--- config.mk ---
export PLATFORM = sky130hd
export DESIGN_NAME = reloc_guard
export DESIGN_NICKNAME = d
export VERILOG_FILES = /design/src/rtl/rpu_pkg.sv /design/src/rtl/rpu_regs.sv /design/src/rtl/rpu_region.sv /design/src/rtl/rpu_window.sv /design/src/rtl/rpu_flag.sv /design/src/rtl/reloc_guard.sv
export SDC_FILE = /design/constraint.sdc
export NUM_CORES = 1
export LEC_CHECK = 0
export ABC_AREA = 0
export CAP_MARGIN = 5
export CELL_PAD_IN_SITES_DETAIL_PLACEMENT = 0
export CELL_PAD_IN_SITES_GLOBAL_PLACEMENT = 1
export CORE_ASPECT_RATIO = 1.5
export CORE_MARGIN = 3
export CORE_UTILIZATION = 42
export CTS_BUF_LIST = sky130_fd_sc_hd__clkbuf_16
export DETAILED_ROUTE_END_ITERATION = 8
export HOLD_SLACK_MARGIN = 0.12
export PLACE_DENSITY = 0.86
export SKIP_CTS_REPAIR_TIMING = 1
export SYNTH_ARGS = -nofsm -noshare
export SYNTH_HDL_FRONTEND = slang
export SYNTH_HIERARCHICAL = 1
export SYNTH_SLANG_ARGS = --single-unit
--- constraint.sdc ---
create_clock -name clk -period 3.7 [get_ports clk]
set_clock_uncertainty 0.1 [all_clocks]
set_input_delay 0.74 -clock clk [delete_from_list [all_inputs] [get_ports clk]]
set_output_delay 0.74 -clock clk [all_outputs]
set_load 0.02 [all_outputs]
--- src/rtl/rpu_pkg.sv ---
// Package rpu_pkg
// Shared types and register select codes for the relocation and protection
// unit. Assumes cause codes are visible to software as 2-bit values.
package rpu_pkg;

    typedef enum logic [1:0] {
        CAUSE_SPAN   = 2'd0,
        CAUSE_GUARD  = 2'd1,
        CAUSE_WINDOW = 2'd2,
        CAUSE_PAGE   = 2'd3
    } cause_e;

    localparam logic [2:0] SEL_BASE     = 3'd0;
    localparam logic [2:0] SEL_SPAN     = 3'd1;
    localparam logic [2:0] SEL_GUARD_HI = 3'd2;
    localparam logic [2:0] SEL_GUARD_LO = 3'd3;
    localparam logic [2:0] SEL_WKSP     = 3'd4;

endpackage

--- src/rtl/rpu_regs.sv ---
// Module rpu_regs
// Control register file: base, span, guard bounds and workspace control.
// Assumes one write per cycle; unknown selects are ignored. All registers
// clear on synchronous active-low reset.
module rpu_regs
    import rpu_pkg::*;
#(
    parameter int ADDR_W    = 18,
    parameter int NUM_LOCKS = 4,
    localparam int CTRL_W   = ADDR_W + 2 + NUM_LOCKS
) (
    input  logic                 clk,
    input  logic                 rst_n,
    input  logic                 wr_en,
    input  logic [2:0]           wr_sel,
    input  logic [CTRL_W-1:0]    wr_data,
    output logic [ADDR_W-1:0]    base_q,
    output logic [ADDR_W-1:0]    span_q,
    output logic [ADDR_W-1:0]    guard_hi_q,
    output logic [ADDR_W-1:0]    guard_lo_q,
    output logic [ADDR_W-1:0]    wk_start,
    output logic [1:0]           wk_size,
    output logic [NUM_LOCKS-1:0] wk_lock
);

    logic [CTRL_W-1:0] wksp_q;

    // Load the selected register on a write strobe
    always_ff @(posedge clk) begin
        if (!rst_n) begin
            base_q     <= '0;
            span_q     <= '0;
            guard_hi_q <= '0;
            guard_lo_q <= '0;
            wksp_q     <= '0;
        end else if (wr_en) begin
            case (wr_sel)
                SEL_BASE:     base_q     <= wr_data[ADDR_W-1:0];
                SEL_SPAN:     span_q     <= wr_data[ADDR_W-1:0];
                SEL_GUARD_HI: guard_hi_q <= wr_data[ADDR_W-1:0];
                SEL_GUARD_LO: guard_lo_q <= wr_data[ADDR_W-1:0];
                SEL_WKSP:     wksp_q     <= wr_data;
                default:      ;
            endcase
        end
    end

    // Split the workspace register into its fields
    assign wk_start = wksp_q[ADDR_W-1:0];
    assign wk_size  = wksp_q[ADDR_W+1:ADDR_W];
    assign wk_lock  = wksp_q[ADDR_W+2 +: NUM_LOCKS];

    // a span write is visible after the edge
    p_span_write_r10: assert property (@(posedge clk) disable iff (!rst_n)
        (wr_en && wr_sel == SEL_SPAN) |=> (span_q == $past(wr_data[ADDR_W-1:0])));

    // unused selects leave the workspace untouched
    p_bad_sel_r10: assert property (@(posedge clk) disable iff (!rst_n)
        (wr_en && wr_sel > SEL_WKSP) |=> $stable(wksp_q));

endmodule

--- src/rtl/rpu_region.sv ---
// Module rpu_region
// Program region check and OR relocation. Assumes the span and guard
// registers are stable during the access. The span check has priority.
module rpu_region
    import rpu_pkg::*;
#(
    parameter int ADDR_W = 18
) (
    input  logic [ADDR_W-1:0] uaddr,
    input  logic [ADDR_W-1:0] base_q,
    input  logic [ADDR_W-1:0] span_q,
    input  logic [ADDR_W-1:0] guard_hi_q,
    input  logic [ADDR_W-1:0] guard_lo_q,
    output logic [ADDR_W-1:0] r_abs,
    output logic              r_ok,
    output cause_e            r_cause
);

    logic over_span;
    logic in_guard;

    // Relocate by merging the base bits
    assign r_abs = uaddr | base_q;

    // Classify the address against the span and the guarded sub-range
    always_comb begin
        over_span = (uaddr >= span_q);
        in_guard  = (uaddr >= guard_lo_q) && (uaddr <= guard_hi_q);
    end

    // Pick outcome and cause with the span check first
    always_comb begin
        r_ok    = 1'b1;
        r_cause = CAUSE_SPAN;
        if (over_span) begin
            r_ok    = 1'b0;
            r_cause = CAUSE_SPAN;
        end else if (in_guard) begin
            r_ok    = 1'b0;
            r_cause = CAUSE_GUARD;
        end
    end

endmodule

--- src/rtl/rpu_window.sv ---
// Module rpu_window
// Workspace window check and OR relocation. Window size is
// 2^(WIN_MIN_LOG + WIN_STEP_LOG*code) for codes 0..2; code 3 disables it.
// The upper half of the largest window is split into NUM_LOCKS pages that
// can be locked one by one. Assumes NUM_LOCKS is a power of two.
module rpu_window
    import rpu_pkg::*;
#(
    parameter int ADDR_W       = 18,
    parameter int WIN_MIN_LOG  = 6,
    parameter int WIN_STEP_LOG = 3,
    parameter int NUM_LOCKS    = 4
) (
    input  logic [ADDR_W-1:0]    uaddr,
    input  logic [ADDR_W-1:0]    wk_start,
    input  logic [1:0]           wk_size,
    input  logic [NUM_LOCKS-1:0] wk_lock,
    output logic [ADDR_W-1:0]    w_abs,
    output logic                 w_ok,
    output cause_e               w_cause
);

    localparam int WIN_OFF_W  = WIN_MIN_LOG + 2 * WIN_STEP_LOG;
    localparam int LOCK_IDX_W = $clog2(NUM_LOCKS);
    localparam int PAGE_LOG   = WIN_OFF_W - 1 - LOCK_IDX_W;

    logic [ADDR_W:0]       win_limit;
    logic                  win_off;
    logic                  in_range;
    logic [NUM_LOCKS-1:0]  page_hit;
    logic                  locked;

    // Relocate the window offset onto the window start
    assign w_abs = wk_start | {{(ADDR_W-WIN_OFF_W){1'b0}}, uaddr[WIN_OFF_W-1:0]};

    // Decode the size field into an exclusive word limit
    always_comb begin
        win_off   = 1'b0;
        win_limit = '0;
        case (wk_size)
            2'd0:    win_limit = (ADDR_W+1)'(1) << WIN_MIN_LOG;
            2'd1:    win_limit = (ADDR_W+1)'(1) << (WIN_MIN_LOG + WIN_STEP_LOG);
            2'd2:    win_limit = (ADDR_W+1)'(1) << WIN_OFF_W;
            default: win_off   = 1'b1;
        endcase
    end

    assign in_range = ({1'b0, uaddr} < win_limit);

    // One comparator per lockable page in the upper half
    for (genvar i = 0; i < NUM_LOCKS; i++) begin : g_page
        assign page_hit[i] = wk_lock[i] && uaddr[WIN_OFF_W-1]
                           && (uaddr[PAGE_LOG +: LOCK_IDX_W] == LOCK_IDX_W'(i));
    end

    assign locked = |page_hit;

    // Choose outcome: disabled or out of range first, then page lock
    always_comb begin
        w_ok    = 1'b1;
        w_cause = CAUSE_WINDOW;
        if (win_off || !in_range) begin
            w_ok    = 1'b0;
            w_cause = CAUSE_WINDOW;
        end else if (locked) begin
            w_ok    = 1'b0;
            w_cause = CAUSE_PAGE;
        end
    end

endmodule

--- src/rtl/rpu_flag.sv ---
// Module rpu_flag
// Registers the violation pulse and captures address and cause of a
// refused access. Assumes capture is already qualified by the strobe.
module rpu_flag
    import rpu_pkg::*;
#(
    parameter int ADDR_W = 18
) (
    input  logic              clk,
    input  logic              rst_n,
    input  logic              capture,
    input  logic [ADDR_W-1:0] uaddr,
    input  cause_e            cause,
    output logic              viol,
    output logic [ADDR_W-1:0] viol_addr,
    output logic [1:0]        viol_cause
);

    // Pulse the flag one cycle after a refused access
    always_ff @(posedge clk) begin
        if (!rst_n) viol <= 1'b0;
        else        viol <= capture;
    end

    // Hold the last offending address and cause
    always_ff @(posedge clk) begin
        if (!rst_n) begin
            viol_addr  <= '0;
            viol_cause <= '0;
        end else if (capture) begin
            viol_addr  <= uaddr;
            viol_cause <= cause;
        end
    end

endmodule

--- src/rtl/reloc_guard.sv ---
// Module reloc_guard
// Top of the relocation and protection unit. Selects between program
// region and workspace window, applies the supervisor bypass and drives
// the registered violation report. Assumes register writes and governed
// accesses fall in different cycles.
module reloc_guard
    import rpu_pkg::*;
#(
    parameter int ADDR_W       = 18,
    parameter int WIN_MIN_LOG  = 6,
    parameter int WIN_STEP_LOG = 3,
    parameter int NUM_LOCKS    = 4,
    localparam int CTRL_W      = ADDR_W + 2 + NUM_LOCKS
) (
    input  logic              clk,
    input  logic              rst_n,
    input  logic              wr_en,
    input  logic [2:0]        wr_sel,
    input  logic [CTRL_W-1:0] wr_data,
    input  logic              acc_valid,
    input  logic              sup_mode,
    input  logic              win_sel,
    input  logic [ADDR_W-1:0] uaddr,
    output logic [ADDR_W-1:0] abs_addr,
    output logic              permit,
    output logic              viol,
    output logic [ADDR_W-1:0] viol_addr,
    output logic [1:0]        viol_cause
);

    logic [ADDR_W-1:0]    base_q, span_q, guard_hi_q, guard_lo_q, wk_start;
    logic [1:0]           wk_size;
    logic [NUM_LOCKS-1:0] wk_lock;
    logic [ADDR_W-1:0]    r_abs, w_abs;
    logic                 r_ok, w_ok, sel_ok, refuse;
    cause_e               r_cause, w_cause, sel_cause;

    rpu_regs #(.ADDR_W(ADDR_W), .NUM_LOCKS(NUM_LOCKS)) u_regs (
        .clk(clk), .rst_n(rst_n), .wr_en(wr_en), .wr_sel(wr_sel),
        .wr_data(wr_data), .base_q(base_q), .span_q(span_q),
        .guard_hi_q(guard_hi_q), .guard_lo_q(guard_lo_q),
        .wk_start(wk_start), .wk_size(wk_size), .wk_lock(wk_lock)
    );

    rpu_region #(.ADDR_W(ADDR_W)) u_region (
        .uaddr(uaddr), .base_q(base_q), .span_q(span_q),
        .guard_hi_q(guard_hi_q), .guard_lo_q(guard_lo_q),
        .r_abs(r_abs), .r_ok(r_ok), .r_cause(r_cause)
    );

    rpu_window #(.ADDR_W(ADDR_W), .WIN_MIN_LOG(WIN_MIN_LOG),
                 .WIN_STEP_LOG(WIN_STEP_LOG), .NUM_LOCKS(NUM_LOCKS)) u_window (
        .uaddr(uaddr), .wk_start(wk_start), .wk_size(wk_size),
        .wk_lock(wk_lock), .w_abs(w_abs), .w_ok(w_ok), .w_cause(w_cause)
    );

    // Steer the selected space's result, with the supervisor bypass on top
    always_comb begin
        sel_ok    = win_sel ? w_ok    : r_ok;
        sel_cause = win_sel ? w_cause : r_cause;
        if (sup_mode) abs_addr = uaddr;
        else          abs_addr = win_sel ? w_abs : r_abs;
        permit = acc_valid && (sup_mode || sel_ok);
        refuse = acc_valid && !sup_mode && !sel_ok;
    end

    rpu_flag #(.ADDR_W(ADDR_W)) u_flag (
        .clk(clk), .rst_n(rst_n), .capture(refuse), .uaddr(uaddr),
        .cause(sel_cause), .viol(viol), .viol_addr(viol_addr),
        .viol_cause(viol_cause)
    );

    // addresses at or past the span never get through in region mode
    p_span_r2: assert property (@(posedge clk) disable iff (!rst_n)
        (acc_valid && !sup_mode && !win_sel && uaddr >= span_q) |-> !permit);

    // guarded addresses never get through in region mode
    p_guard_r3: assert property (@(posedge clk) disable iff (!rst_n)
        (acc_valid && !sup_mode && !win_sel && uaddr >= guard_lo_q
         && uaddr <= guard_hi_q) |-> !permit);

    // a disabled window admits nothing
    p_window_off_r5: assert property (@(posedge clk) disable iff (!rst_n)
        (acc_valid && !sup_mode && win_sel && wk_size == 2'd3) |-> !permit);

    // supervisor accesses pass unmodified
    p_super_r7: assert property (@(posedge clk) disable iff (!rst_n)
        (acc_valid && sup_mode) |-> (permit && abs_addr == uaddr));

    // no strobe, no permit
    p_idle_r8: assert property (@(posedge clk) disable iff (!rst_n)
        !acc_valid |-> !permit);

    // a refused access raises the flag and captures its address
    p_flag_r9: assert property (@(posedge clk) disable iff (!rst_n)
        (acc_valid && !permit) |=> (viol && viol_addr == $past(uaddr)));

    // otherwise the flag stays low and the capture holds
    p_quiet_r9: assert property (@(posedge clk) disable iff (!rst_n)
        !(acc_valid && !permit) |=> (!viol && $stable(viol_addr)
                                     && $stable(viol_cause)));

endmodule

==> impl_metrics.json, run 1 <==
{
  "cp-start-kind": "input port",
  "final_nets": 928,
  "met2_usage": 0.420,
  "netlist_top_cells_area": "dfxtp_1, mux2i_1, ha_1, nand2_1, inv_1",
  "max_stage_delay_ns": 0.38,
  "cp_slowest_cell": "or3_1",
  "period_share": 1.04,
  "grt_max_degree": 72,
  "area_growth_syn_to_layout_pct": 31.5,
  "wl_per_cell_um": 17.9,
  "port_buffers": 90,
  "drive_above_1_share": 0.187,
  "cts_tree": "yes",
  "synthArstFlopShare": 0,
  "avgSynthCellArea_um2": 9.16,
  "seq_area_um2": 2340,
  "drtIter0Drc": 150,
  "min_period_ns": 3.85,
  "clkTransAtPathRegs_ns": 0.05,
  "peakVddDrop_uv": 280,
  "cp_max_fo": 4,
  "violations": "setup timing",
  "p_per_area_nw_per_um2": 407,
  "ys_warn_count": 6,
  "synthesis.nets": 822,
  "drc": 0,
  "synth_edf_count": 0,
  "rsz0062_at_grt": "yes",
  "hpwl_mm": 13.1,
  "postLayoutCellArea_um2": 8610,
  "antennaDiodeCount": 0,
  "pin_count": 91,
  "track_usage": 0.217,
  "worstPathArrival_ns": 3.01,
  "grt-busiest-layer": "met2",
  "start_util": 0.431,
  "seq_area_frac_synth": 0.358,
  "required_ns": 2.86,
  "synth_largest_area_cell": "dfxtp_1",
  "wl_mm": 18.5,
  "ys_ff_latch": 117,
  "ant_nets": 0,
  "dr.pass1.iters": 5,
  "core_area_um2": 15200,
  "worst-path-buf-inv": 2,
  "use_met3": 0.0280,
  "placementRows": 55,
  "end_kind": "output port",
  "n_fill_cell": 1350,
  "grtUsageMet1": 0.224,
  "syn-instance-count": 715,
  "hold_violations": 0,
  "cts-root-buf": "clkbuf_16",
  "ys_types": 47,
  "worst_pin_slew_ns": 0.747,
  "placed_cell_area_um2": 7680,
  "cts_buffers": 17,
  "cts.sinks": 117,
  "slew_violations": 0,
  "grt_pass1_wl_mm": 28.7,
  "htreeDepth": 4,
  "die_h_um": 159,
  "clock_path_buffers": 2,
  "p_leak_nw": 3.72,
  "setup_viol": 1,
  "netlist.area_leader.share": 0.358,
  "die_x_um": 108,
  "placed_cells": 999,
  "max_freq_mhz": 260,
  "clk_latency_ns": 0.41,
  "antenna_found_initial": 0,
  "gp_congestion": 0.857,
  "die_area_um2": 17200,
  "slew_headroom": 0.502,
  "setup_ws_ns": -0.146,
  "globalRouteOverflowTotal": 0,
  "layoutNonFillerInstCount": 1033,
  "status": "finished with violations",
  "synth-main-ff-cell": "dfxtp_1",
  "crit_family": "compound AO/OA/AOI/OAI gates",
  "holdCritPathClass": "reg -> reg",
  "num_vias": 5308,
  "crit_type": "in -> out",
  "grt_pass1_vias": 5530,
  "vias_per_cell": 5.14,
  "maxCapViolCount": 0,
  "crit_chain": "clkbuf_2, ha_4, a41oi_1, or3_1, a2111oi_2, o22ai_1, and2b_1, mux2_4, o21a_1, buf_6",
  "multi_input_area_um2": 3970,
  "syn_area_um2": 6550
}
layout by cell type, fill, tap and decap left out, types with 4 or more instances in the layout:
master           netlist  final
ha_4                   0     14
dlymetal6s2s_1         0      9
nand3_1                9      8
nor2b_1               20     20
clkbuf_2               0      5
inv_1                 56     53
a211oi_1               7      4
a21oi_1               16     12
nand4_1                4      4
mux2i_1              134    134
clkinvlp_4             0      5
o21ai_1               19     20
ha_1                  56     42
buf_6                  9      9
nor2_1                 6      6
dfxtp_1              117    116
or2_2                 31     31
clkbuf_16              0     17
clkdlybuf4s50_1        0     70
buf_4                 11     34
a21o_1                 7      7
nand2_1              149    149
state kept, by name, summed over array words and instances, names as in the netlist:
| name | flops |
|---|---|
| u_flag/viol | 1 |
| u_regs/span_q | 18 |
| u_regs/guard_hi_q | 18 |
| u_regs/guard_lo_q | 18 |
| u_regs/wksp_q | 24 |
| u_flag/viol_cause | 2 |
| u_regs/base_q | 18 |
| u_flag/viol_addr | 18 |
synthesized netlist by cell type, types with 6 or more instances:
master and count:
dfxtp_1 117, nor2b_1 20, a211oi_1 7, buf_2 9
o21ai_1 19, buf_4 11, buf_6 9, mux2i_1 134
inv_1 56, or2_2 31, nor2_1 6, ha_1 56
a21oi_1 16, clkbuf_1 10, a21o_1 7, nand3_1 9
nand2_1 149
power breakdown:
part / switching [W] / internal [W] / leakage, nW / total, W
sequential: 0.0000180 / 0.00130 / 0.949 / 0.00131
clock: 0.000592 / 0.00105 / 0.274 / 0.00164
combinational: 0.000288 / 0.000266 / 2.49 / 0.000554
worst min-delay path, cell delays in order, from the launching register on:
cell and delay, ns:
dfxtp_1 0.30, nand2_1 0.05, mux2i_1 0.05
layout make-up:
cell class	instances	share of cell area
clock inverters	15	0.0189
well taps	199	0.0289
multi-input cells	499	0.461
flip-flops and latches	117	0.272
clock buffers	17	0.0494
inverters	56	0.0244
repair buffers	130	0.145
stage by stage:
| stage | setup WS [ns] | power [W] | utilization | hold WS (ns) | setup TNS, ns |
|---|---|---|---|---|---|
| floorplan | 0.232 | 0.00163 | - | 0.330 | 0 |
| global placement | -1.16 | 0.00184 | 0.505 | 0.337 | -12.06 |
| detailed placement | -1.15 | 0.00185 | 0.505 | 0.346 | -11.93 |
| CTS | -1.22 | 0.00350 | 0.544 | 0.354 | -4.37 |
| global route | -0.223 | 0.00364 | 0.566 | 0.371 | -0.223 |
| finish | -0.146 | 0.00351 | 0.566 | 0.351 | -0.146 |
worst paths after layout:
check	from	end	slack [ns]	cells after the start
worst min-delay path	u_regs/wksp_q[3]$_SDFFE_PN0P_	u_regs/wksp_q[3]$_SDFFE_PN0P_	0.35	2
worst max register to register	u_regs/guard_lo_q[9]$_SDFFE_PN0P_	u_flag/viol_addr[7]$_SDFFE_PN0P_	0.51	12
worst min register to register	u_regs/wksp_q[3]$_SDFFE_PN0P_	u_regs/wksp_q[3]$_SDFFE_PN0P_	0.35	2
worst max-delay path	uaddr[5]	permit	-0.15	10
cells by family (layout without fill, tap and decap cells):
logic type | Yosys count | in the layout | synth area share
fa+ha+maj | 56 | 56 | 0.107
simple gates | 239 | 239 | 0.174
compound gates | 64 | 64 | 0.0609
buf+inv | 99 | 218 | 0.0850
other cells | 2 | 2 | 0.00115
mux | 138 | 138 | 0.214
flops | 117 | 117 | 0.358
per-layer routing:
metal	part of all wire	routed length [um]
met1	0.38	7050
met2	0.55	10200
met3	0.026	488
met4	0.037	685
met5	0	0
Power figures use the tool's default switching activity.
==> inputs of run 2 (changes only) <==
--- a/config.mk
+++ b/config.mk
@@ -6,7 +6,7 @@
 export NUM_CORES = 1
 export LEC_CHECK = 0
 export ABC_AREA = 0
-export CAP_MARGIN = 5
+export CAP_MARGIN = 20
 export CELL_PAD_IN_SITES_DETAIL_PLACEMENT = 0
 export CELL_PAD_IN_SITES_GLOBAL_PLACEMENT = 1
 export CORE_ASPECT_RATIO = 1.5
@@ -17,6 +17,7 @@
 export HOLD_SLACK_MARGIN = 0.12
 export PLACE_DENSITY = 0.86
 export SKIP_CTS_REPAIR_TIMING = 1
+export SLEW_MARGIN = 10
 export SYNTH_ARGS = -nofsm -noshare
 export SYNTH_HDL_FRONTEND = slang
 export SYNTH_HIERARCHICAL = 1
==> results of run 2 <==
The final DEF is identical to that of run 1; final timing and power are the same.
==> inputs of run 3 (changes only) <==
--- a/config.mk
+++ b/config.mk
@@ -6,7 +6,6 @@
 export NUM_CORES = 1
 export LEC_CHECK = 0
 export ABC_AREA = 0
-export CAP_MARGIN = 20
 export CELL_PAD_IN_SITES_DETAIL_PLACEMENT = 0
 export CELL_PAD_IN_SITES_GLOBAL_PLACEMENT = 1
 export CORE_ASPECT_RATIO = 1.5
==> results of run 3 <==
The final DEF is identical to that of run 1; final timing and power are the same.
